`src/rtl/dtmf_rxq_pkg.sv`:
```
package dtmf_rxq_pkg;
  parameter int CNT_W  = 8;
  parameter int CODE_W = 4;

  typedef logic [CNT_W-1:0]  cnt_t;
  typedef logic [CODE_W-1:0] code_t;

  typedef enum logic [2:0] {
    ST_IDLE,
    ST_QUALIFY,
    ST_BRIDGE_PRE,
    ST_PRESENT,
    ST_OUTPUT,
    ST_BRIDGE_HOLD,
    ST_RELEASE
  } rxq_state_e;

  // True when the tick that is arriving now completes a window of lim ticks.
  function automatic logic window_done(cnt_t count, cnt_t lim);
    return (count + cnt_t'(1)) >= lim;
  endfunction
endpackage

```
`src/rtl/dtmf_rxq_counter.sv`:
```
module dtmf_rxq_counter #(
  parameter int W = 8
) (
  input  logic         clk,
  input  logic         rst_n,
  input  logic         clr,
  input  logic         inc,
  output logic [W-1:0] val
);
  localparam logic [W-1:0] ONE = {{(W-1){1'b0}}, 1'b1};

  always_ff @(posedge clk or negedge rst_n) begin
    if (!rst_n)   val <= '0;
    else if (clr) val <= '0;
    else if (inc) val <= val + ONE;
  end
endmodule

```
`src/rtl/dtmf_rxq_limits.sv`:
```
module dtmf_rxq_limits
  import dtmf_rxq_pkg::*;
#(
  parameter int ACC_NORM   = 49,
  parameter int ACC_FAST   = 35,
  parameter int BRK_NORM   = 10,
  parameter int BRK_FAST   = 3,
  parameter int QUIET_NORM = 30,
  parameter int QUIET_FAST = 21
) (
  input  logic fast,
  output cnt_t acc_lim,
  output cnt_t brk_lim,
  output cnt_t quiet_lim
);
  localparam cnt_t ACC_N = cnt_t'(ACC_NORM);
  localparam cnt_t ACC_F = cnt_t'(ACC_FAST);
  localparam cnt_t BRK_N = cnt_t'(BRK_NORM);
  localparam cnt_t BRK_F = cnt_t'(BRK_FAST);
  localparam cnt_t QT_N  = cnt_t'(QUIET_NORM);
  localparam cnt_t QT_F  = cnt_t'(QUIET_FAST);

  always_comb begin
    acc_lim   = fast ? ACC_F : ACC_N;
    brk_lim   = fast ? BRK_F : BRK_N;
    quiet_lim = fast ? QT_F  : QT_N;
  end
endmodule

```
`src/rtl/dtmf_rxq_outreg.sv`:
```
module dtmf_rxq_outreg
  import dtmf_rxq_pkg::*;
(
  input  logic  clk,
  input  logic  rst_n,
  input  logic  clr,
  input  logic  load,
  input  code_t code_in,
  input  logic  set_stb,
  output code_t rx_code,
  output logic  strobe
);
  always_ff @(posedge clk or negedge rst_n) begin
    if (!rst_n) begin
      rx_code <= '0;
      strobe  <= 1'b0;
    end else if (clr) begin
      rx_code <= '0;
      strobe  <= 1'b0;
    end else begin
      if (load)    rx_code <= code_in;
      if (set_stb) strobe  <= 1'b1;
    end
  end
endmodule

```
`src/rtl/dtmf_rx_qualifier.sv`:
```
module dtmf_rx_qualifier
  import dtmf_rxq_pkg::*;
#(
  parameter int ACC_NORM   = 49,
  parameter int ACC_FAST   = 35,
  parameter int BRK_NORM   = 10,
  parameter int BRK_FAST   = 3,
  parameter int QUIET_NORM = 30,
  parameter int QUIET_FAST = 21,
  parameter int PRE_SUBS   = 4,
  parameter int STB_SUBS   = 6
) (
  input  logic              clk,
  input  logic              rst_n,
  input  logic              pd_i,
  input  logic              fast_i,
  input  logic              tick_ms_i,
  input  logic              tick_sub_i,
  input  logic              tone_vld_i,
  input  logic [CODE_W-1:0] tone_code_i,
  output logic [CODE_W-1:0] rx_code_o,
  output logic              strobe_o
);
  localparam cnt_t PRE_LIM = cnt_t'(PRE_SUBS);
  localparam cnt_t STB_LIM = cnt_t'(STB_SUBS);

  rxq_state_e st, st_nxt;
  code_t      cur_code;
  cnt_t       ms_cnt, sub_cnt;
  cnt_t       acc_lim, brk_lim, quiet_lim;
  logic       ms_clr, ms_inc, sub_clr, sub_inc;
  logic       cap_code, load_out, set_stb, clr_out;

  // Named internal events, brought out for the checker.
  logic       accept_evt;
  logic       release_evt;
  code_t      qual_code;

  dtmf_rxq_limits #(
    .ACC_NORM(ACC_NORM), .ACC_FAST(ACC_FAST),
    .BRK_NORM(BRK_NORM), .BRK_FAST(BRK_FAST),
    .QUIET_NORM(QUIET_NORM), .QUIET_FAST(QUIET_FAST)
  ) u_limits (
    .fast(fast_i), .acc_lim(acc_lim), .brk_lim(brk_lim), .quiet_lim(quiet_lim)
  );

  dtmf_rxq_counter #(.W(CNT_W)) u_ms_cnt (
    .clk(clk), .rst_n(rst_n), .clr(ms_clr), .inc(ms_inc), .val(ms_cnt)
  );

  dtmf_rxq_counter #(.W(CNT_W)) u_sub_cnt (
    .clk(clk), .rst_n(rst_n), .clr(sub_clr), .inc(sub_inc), .val(sub_cnt)
  );

  dtmf_rxq_outreg u_out (
    .clk(clk), .rst_n(rst_n), .clr(clr_out), .load(load_out),
    .code_in(cur_code), .set_stb(set_stb),
    .rx_code(rx_code_o), .strobe(strobe_o)
  );

  always_comb begin
    st_nxt   = st;
    ms_clr   = 1'b0;
    ms_inc   = 1'b0;
    sub_clr  = 1'b0;
    sub_inc  = 1'b0;
    cap_code = 1'b0;
    load_out = 1'b0;
    set_stb  = 1'b0;
    clr_out  = 1'b0;
    if (pd_i) begin
      st_nxt  = ST_IDLE;
      ms_clr  = 1'b1;
      sub_clr = 1'b1;
      clr_out = 1'b1;
    end else begin
      case (st)
        ST_IDLE: begin
          if (tone_vld_i) begin
            st_nxt   = ST_QUALIFY;
            cap_code = 1'b1;
            ms_clr   = 1'b1;
          end
        end
        ST_QUALIFY: begin
          if (!tone_vld_i) begin
            st_nxt  = ST_BRIDGE_PRE;
            sub_clr = 1'b1;
          end else if (tone_code_i != cur_code) begin
            cap_code = 1'b1;
            ms_clr   = 1'b1;
          end else if (tick_ms_i) begin
            if (window_done(ms_cnt, acc_lim)) begin
              st_nxt   = ST_PRESENT;
              load_out = 1'b1;
              sub_clr  = 1'b1;
            end else begin
              ms_inc = 1'b1;
            end
          end
        end
        ST_BRIDGE_PRE: begin
          if (tone_vld_i) begin
            st_nxt = ST_QUALIFY;
          end else if (tick_sub_i) begin
            if (window_done(sub_cnt, PRE_LIM)) st_nxt = ST_IDLE;
            else                              sub_inc = 1'b1;
          end
        end
        ST_PRESENT: begin
          if (tick_sub_i) begin
            if (window_done(sub_cnt, STB_LIM)) begin
              st_nxt  = ST_OUTPUT;
              set_stb = 1'b1;
            end else begin
              sub_inc = 1'b1;
            end
          end
        end
        ST_OUTPUT: begin
          if (!tone_vld_i) begin
            st_nxt = ST_BRIDGE_HOLD;
            ms_clr = 1'b1;
          end
        end
        ST_BRIDGE_HOLD: begin
          if (tone_vld_i) begin
            st_nxt = ST_OUTPUT;
          end else if (tick_ms_i) begin
            ms_inc = 1'b1;
            if (window_done(ms_cnt, brk_lim)) st_nxt = ST_RELEASE;
          end
        end
        ST_RELEASE: begin
          if (tick_ms_i) begin
            if (window_done(ms_cnt, quiet_lim)) begin
              st_nxt  = ST_IDLE;
              clr_out = 1'b1;
              ms_clr  = 1'b1;
            end else begin
              ms_inc = 1'b1;
            end
          end
        end
        default: st_nxt = ST_IDLE;
      endcase
    end
  end

  always_ff @(posedge clk or negedge rst_n) begin
    if (!rst_n) begin
      st       <= ST_IDLE;
      cur_code <= '0;
    end else begin
      st <= st_nxt;
      if (pd_i)          cur_code <= '0;
      else if (cap_code) cur_code <= tone_code_i;
    end
  end

  assign accept_evt  = load_out;
  assign release_evt = clr_out & ~pd_i;
  assign qual_code   = cur_code;
endmodule

```
`config.mk`:
```
export PLATFORM = sky130hd
export DESIGN_NAME = dtmf_rx_qualifier
export DESIGN_NICKNAME = d
export VERILOG_FILES = /design/src/rtl/dtmf_rxq_pkg.sv /design/src/rtl/dtmf_rxq_counter.sv /design/src/rtl/dtmf_rxq_limits.sv /design/src/rtl/dtmf_rxq_outreg.sv /design/src/rtl/dtmf_rx_qualifier.sv
export SDC_FILE = /design/constraint.sdc
export NUM_CORES = 1
export LEC_CHECK = 0
export BUFFER_PORTS_ARGS = -buffer_cell sky130_fd_sc_hd__buf_2
export CORE_ASPECT_RATIO = 1.1
export CORE_MARGIN = 2
export CORE_UTILIZATION = 39
export CTS_CLUSTER_DIAMETER = 200
export CTS_CLUSTER_SIZE = 12
export DETAILED_ROUTE_END_ITERATION = 16
export PLACE_DENSITY = 0.6
export SLEW_MARGIN = 20
export SYNTH_ARGS = -nofsm -noshare
export SYNTH_HDL_FRONTEND = slang
export SYNTH_SLANG_ARGS = --single-unit
```
`constraint.sdc`:
```
create_clock -name clk -period 2.8 [get_ports clk]
set_clock_uncertainty 0.05 [all_clocks]
set_input_delay 0.14 -clock clk [delete_from_list [all_inputs] [get_ports clk]]
set_output_delay 0.14 -clock clk [all_outputs]
set_load 0.01 [all_outputs]
```
==> results of run 1 <==
==> final cells by class <==
| type | instances | area, µm² | area share [%] |
|---|---|---|---|
| multi-input cells | 162 | 1160 | 52.2 |
| flip-flops and latches | 28 | 701 | 31.4 |
| repair buffers | 33 | 213 | 9.52 |
| well taps | 56 | 70.1 | 3.14 |
| clock buffers | 4 | 55.1 | 2.46 |
| inverters | 8 | 30.0 | 1.34 |
==> metal layers <==
metal,GRT usage [%],routed length (µm),part of all wire [%]
met4,4.23,40,0.99
met2,26.4,1910,47
met1,22.9,1990,49
met5,0,0,0
met3,1.98,109,2.7
==> worst register-to-register path, delay by kind of cell (launching register included) <==
family | cells | cell delay [ns]
xor+xnor | 1 | 0.15
simple gates | 3 | 0.84
compound gates | 4 | 0.83
fa+ha+maj | 2 | 0.35
flops | 1 | 0.40
==> kinds of logic (layout without fill, tap and decap cells) <==
logic type,Yosys count,after routing
AOI/OAI and AO/OA,55,56
xor gates and xnor gates,12,12
buffers and inverters,18,45
adders and majority gates,7,7
and+or+nand+nor,79,79
muxes,8,8
DFF,28,28
==> sequential cells by signal, indices dropped and copies added, names as in the netlist <==
signal	cells
u_sub_cnt.val	8
st	3
u_out.strobe	1
cur_code	4
u_out.rx_code	4
u_ms_cnt.val	8
==> placed cells by master (no fill, tap or decap), types with 5 or more instances in the layout <==
master,Yosys,routed
dfrtp_1,28,28
nor2_1,17,17
buf_4,0,17
a21oi_1,18,15
nand2_1,15,15
buf_2,3,15
o21ai_0,12,10
inv_1,8,8
xor2_1,8,8
and3_1,8,8
mux2i_1,7,7
nand3_1,7,6
or3_1,7,6
ha_1,7,5
==> final timing paths <==
kind,startpoint,endpoint,slack (ns),cells past startpoint
worst max-delay path,u_ms_cnt.val[1],u_ms_cnt.val[4],0.12,10
worst min-delay path,tone_code_i[2],cur_code[2],0.06,3
worst max register to register,u_ms_cnt.val[1],u_ms_cnt.val[4],0.12,10
worst min register to register,u_out.rx_code[1],u_out.rx_code[1],0.47,2
max in group asynchronous,rst_n,st[2],1.91,2
min in group asynchronous,rst_n,u_ms_cnt.val[6],0.37,2
==> stage by stage <==
step	setup TNS, ns	instances	util (%)
after global routing	-0.0245	291	48.3
after detailed placement	-0.220	282	44.7
after floorplan	0	207	-
after CTS	0	290	47.9
after global placement	-0.0926	282	44.7
final	0	291	48.3
==> where the power goes <==
group | switching [mW] | total, mW | internal [mW] | leakage, nW
clock network | 0.123 | 0.249 | 0.126 | 0.0288
registers | 0.0119 | 0.436 | 0.424 | 0.387
logic | 0.158 | 0.256 | 0.0985 | 0.622
total | 0.293 | 0.941 | 0.648 | 1.04
==> what timing repair did <==
| action | CTS | global route |
|---|---|---|
| hold buffers | 1 | 0 |
| endpoints found under the setup margin | 6 | 10 |
| gates resized for setup | 9 | 4 |
| pin swaps | 8 | 8 |
| endpoints found under the hold margin | 28 | 0 |
| setup buffers | 3 | 1 |
| cloned | 1 | 0 |
==> metrics.txt, run 1 <==
status=completed; Root Buffer Master=clkbuf_8; Syn Nets=225; via count=1625; crit path cell chain=ha_4, nand3_4, xnor2_2, ha_2, or3_1, o32a_1, o211ai_2, o2111ai_4, or3_4, a21oi_2; largest area contributor in the synthesized netlist=dfrtp_1; multiplexer share of the synthesized area=4.38%; total gr overflow=0; average wire per cell in the routed design=13.9 µm; n_diodes=0; Worst-Skew Late Latency=0.27 ns; pin count of the biggest net entering global routing=29; Synth top area share=37.7%; Worst setup SP type=flop; Area Growth Syn to Fin=20.2%; Cell Area, Synth=1860 µm²; vias in the first global route=1565; CORE AREA=4620 µm²; number of antenna violations at the first check in global routing=0; critical path capture point type=flop; main combinational cell family by area after synthesis=simple AND/OR/NAND/NOR gates; min Tclk post-route=2.68 ns; Final setup violation count=0; Pwr Total=941 µW; TritonCTS buffer count=3; most frequent cells after synthesis=28 x dfrtp_1, 18 x a21oi_1, 17 x nor2_1; Final Cell Area=2230 µm²; number of synthesized register bits=28; htree depth=1; most numerous cell in the Yosys netlist=dfrtp_1; Routed Antenna Nets=0; placed inst area=2070 µm²; Relative slew margins=56.7%; Clock Path Buffers=2; CP max-delay cell=or3_4; Pre-antenna DRT Iters=4; area fraction in compound gates after synthesis=20.1%; Final HPWL DP=2860 µm; final worst slack=0.124 ns; Data arrival, critical path=2.84 ns; CP max stage delay=0.41 ns; Period Utilization, post-route=95.6%; clock tree from TritonCTS=done; Yosys warnings=0; first-pass GRT wire length=7160 µm; Routed WL=4050 µm; Fmax achieved=374 MHz; leakage power=1.04 nW; number of flops mapped to enable cells by yosys=0; dpl ws=-0.0857 ns; Synth Area in Simple Gates=22.7%; num ports=16; Fillers=457; CP required=2.96 ns; Worst Path Max Fanout=6; register area share after synthesis=37.7%; Netlist cell types=48; DRC viols=0; # nets final=254; gpl congestion=0.784; post-synthesis cell count=207; DRT iter0 DRCs=81; GRT Total Usage=16.2%; Synth Area in XOR/XNOR=5.66%; CP top delay family=simple AND/OR/NAND/NOR gates; CTS clk-pin slew, worst paths=0.10 ns; routed vias/inst=5.58; die area=5330 µm²; syn_area_per_cell=8.98 µm²; Port-buffer cells=15; Die Wd=69.8 µm; Slew Limit Fails=0; Main synth FF type=dfrtp_1; Max Cap Violations=0; kind of critical path=flop to flop; Async SR Flop Fraction=100%; Die Y=76.4 µm; type of the most critical hold path=primary input to flop; Starting Density=40.2%; peak supply drop=0.340 mV; # rows=26; Worst-Margin Slew=0.649 ns; Synth Area in Adders=4.71%; top cells by area, synth=dfrtp_1 38%, a21oi_1 4.8%, ha_1 4.7%; hold slack final=0.0608 ns; CTS sink cnt=28; Hold Vio Cnt, Final=0; RSZ-0062 raised after global routing=true; fraction of final layout cells with drive strength greater than 1=25.1%; PwrDens=421 nW/µm²; WP buf/inv=0
(Power assumes the default switching activity.)
==> inputs of run 2 (changes only) <==
- PLACE_DENSITY: 0.6 -> 0.59
- SYNTH_HIERARCHICAL: default -> 1
==> metrics.txt, run 2 <==
Die Y=90.0 µm; final worst slack=-0.212 ns; leakage power=1.57 nW; TritonCTS buffer count=3; Port-buffer cells=15; average wire per cell in the routed design=13.3 µm; # nets final=392; post-synthesis cell count=301; Pre-antenna DRT Iters=4; CORE AREA=6560 µm²; Fmax achieved=332 MHz; Final setup violation count=12; vias in the first global route=2119; Hold Path Depth=2; r2r endpoint=u_ms_cnt/val[7]; num ports=16; Largest regs=u_ms_cnt/val (8), u_sub_cnt/val (8); DRT met1 WL=2710 µm; Worst Path Max Fanout=5; violated checks=setup timing; CTS clk-pin slew, worst paths=0.10 ns; dpl ws=-0.304 ns; Cell Area, Synth=2620 µm²; status=finished with violations; DRC viols=0; htree depth=1; Worst-Margin Slew=0.768 ns; commonest non-fill, non-tap cell in the layout=buf_4; Main synth FF type=dfrtp_1; Routed WL=5750 µm; uppermost routed layer=met4; Netlist cell types=51; Starting Density=40.0%; Data arrival, critical path=3.17 ns; Worst R2R Path Depth=12; die area=7400 µm²; CTS sink cnt=28; Clock Path Buffers=2; most numerous cell in the Yosys netlist=ha_1; number of synthesized register bits=28; number of flops mapped to enable cells by yosys=0; final core utilization=49.9%; most frequent cells after synthesis=29 x ha_1, 28 x dfrtp_1, 28 x inv_1; Relative slew margins=48.3%; Die Wd=82.2 µm; Hold Vio Cnt, Final=0; setup_tns=-1.22 ns; largest area contributor in the synthesized netlist=dfrtp_1; routed vias/inst=5.05; Reg2Reg Setup Slack=-0.21 ns; Worst-Skew Late Latency=0.28 ns; CP required=2.96 ns; R2R Path Start=u_ms_cnt/val[1]; most frequent cells in the layout=46 x buf_4, 28 x inv_1, 26 x dfrtp_1, 25 x ha_1, 21 x nor2_1; kind of critical path=flop to flop; Multi-input gate area=1860 µm²; total gr overflow=0; fraction of final layout cells with drive strength greater than 1=30.2%; Pwr Total=1.09 mW; first-pass GRT wire length=9780 µm; type of the most critical hold path=primary input to flop; register area share after synthesis=26.7%; n_diodes=0; gpl congestion=0.844; top cells by area, synth=dfrtp_1 27%, ha_1 14%, buf_4 7.7%; RSZ-0062 raised after global routing=true; Final HPWL DP=4320 µm; Root Buffer Master=clkbuf_8; register area=703 µm²; Worst setup SP type=flop; number of antenna violations at the first check in global routing=0; Slew Limit Fails=0; via count=2185; dpl cells=420; peak supply drop=0.285 mV; Synth top area share=26.7%; met2 routed WL=2900 µm; clock tree from TritonCTS=done; # rows=31; DR WL met3=106 µm; Hold Startpoint=tone_code_i[3]; DRT iter0 DRCs=84; Routed Antenna Nets=0; critical path capture point type=flop; Async SR Flop Fraction=100%; hold endpoint=cur_code[3]; Area Growth Syn to Fin=24.7%; Fillers=623; Max Cap Violations=0; Period Utilization, post-route=108%; pin count of the biggest net entering global routing=29; syn_area_per_cell=8.71 µm²; Yosys warnings=6; min Tclk post-route=3.01 ns; PwrDens=334 nW/µm²; Final Non-Filler Cells=433; GRT Total Usage=16.3%
-- run 2: cell types whose count changed in the layout (fill, tap and decap cells not counted), sizes merged, moves of 7 or more --
cell | before | now
inv | 8 | 28
nor2 | 17 | 24
xor2 | 8 | 15
conb | 0 | 17
buf | 32 | 62
ha | 7 | 29
-- run 2: final cells by class --
cell class                      count  share of cell area [%]
Tap cell                           82                    3.14
Clock buffer                        4                    1.68
Multi-Input combinational cell    228                    56.9
Inverter                           28                    3.21
Sequential cell                    28                    21.5
Timing Repair Buffer               63                    13.5
-- run 2: how the worst max path moves through the flow --
stage	slack, ns	endpoint	cells after the start	startpoint
2_1_floorplan	-0.16	u_ms_cnt/val[5]	13	u_ms_cnt/val[0]
3_3_place_gp	-0.28	u_ms_cnt/val[7]	12	u_ms_cnt/val[0]
6_report	-0.21	u_ms_cnt/val[7]	12	u_ms_cnt/val[1]
3_5_place_dp	-0.30	u_ms_cnt/val[7]	12	u_ms_cnt/val[0]
5_1_grt	-0.37	u_ms_cnt/val[7]	12	u_ms_cnt/val[1]
4_1_cts	-0.22	u_ms_cnt/val[7]	12	u_ms_cnt/val[1]
-- run 2: metal layers --
layer,track usage (%),vias to the layer above
met5,0,-
met4,3.33,0
met3,1.41,2
met2,26.5,16
met1,23.3,1041
li1,-,1126
-- run 2: kinds of logic after synthesis --
kind of cell	share of synthesized area (%)
compound gates	18.1
other cells	0.286
mux	2.72
xor+xnor	7.01
simple gates	18.7
buf+inv	12.6
fa+ha+maj	13.8
flops	26.7
-- run 2: through the flow --
step,cell area [µm²],hold slack [ns]
floorplan,2750,-0.206
global placement,2990,0.156
detailed placement,2990,0.166
CTS,3170,0.0403
global route,3270,0.0424
finish,3270,0.0538
-- run 2: report_power, final --
group / total [mW] / internal (mW) / switching, mW
Combinational: 0.372 / 0.161 / 0.211
Clock: 0.255 / 0.126 / 0.128
Sequential: 0.466 / 0.428 / 0.0381
Total: 1.09 / 0.715 / 0.377
-- run 2: worst max-delay path: stages (launching register included) --
cell	delay, ns
dfrtp_2	0.42
ha_4	0.16
and3_4	0.20
nand3_2	0.09
xnor2_2	0.23
ha_1	0.28
a21o_1	0.21
a2111oi_4	0.30
o31a_1	0.21
o21a_2	0.19
o2111ai_4	0.16
or3_1	0.34
a21oi_1	0.12
-- run 2: timing repair --
action,4_1_cts,5_1_grt
pin swaps,4,10
hold buffers,1,0
setup buffers,5,4
endpoints found under the hold margin,28,0
resized for setup,11,12
setup endpoints to repair,18,16
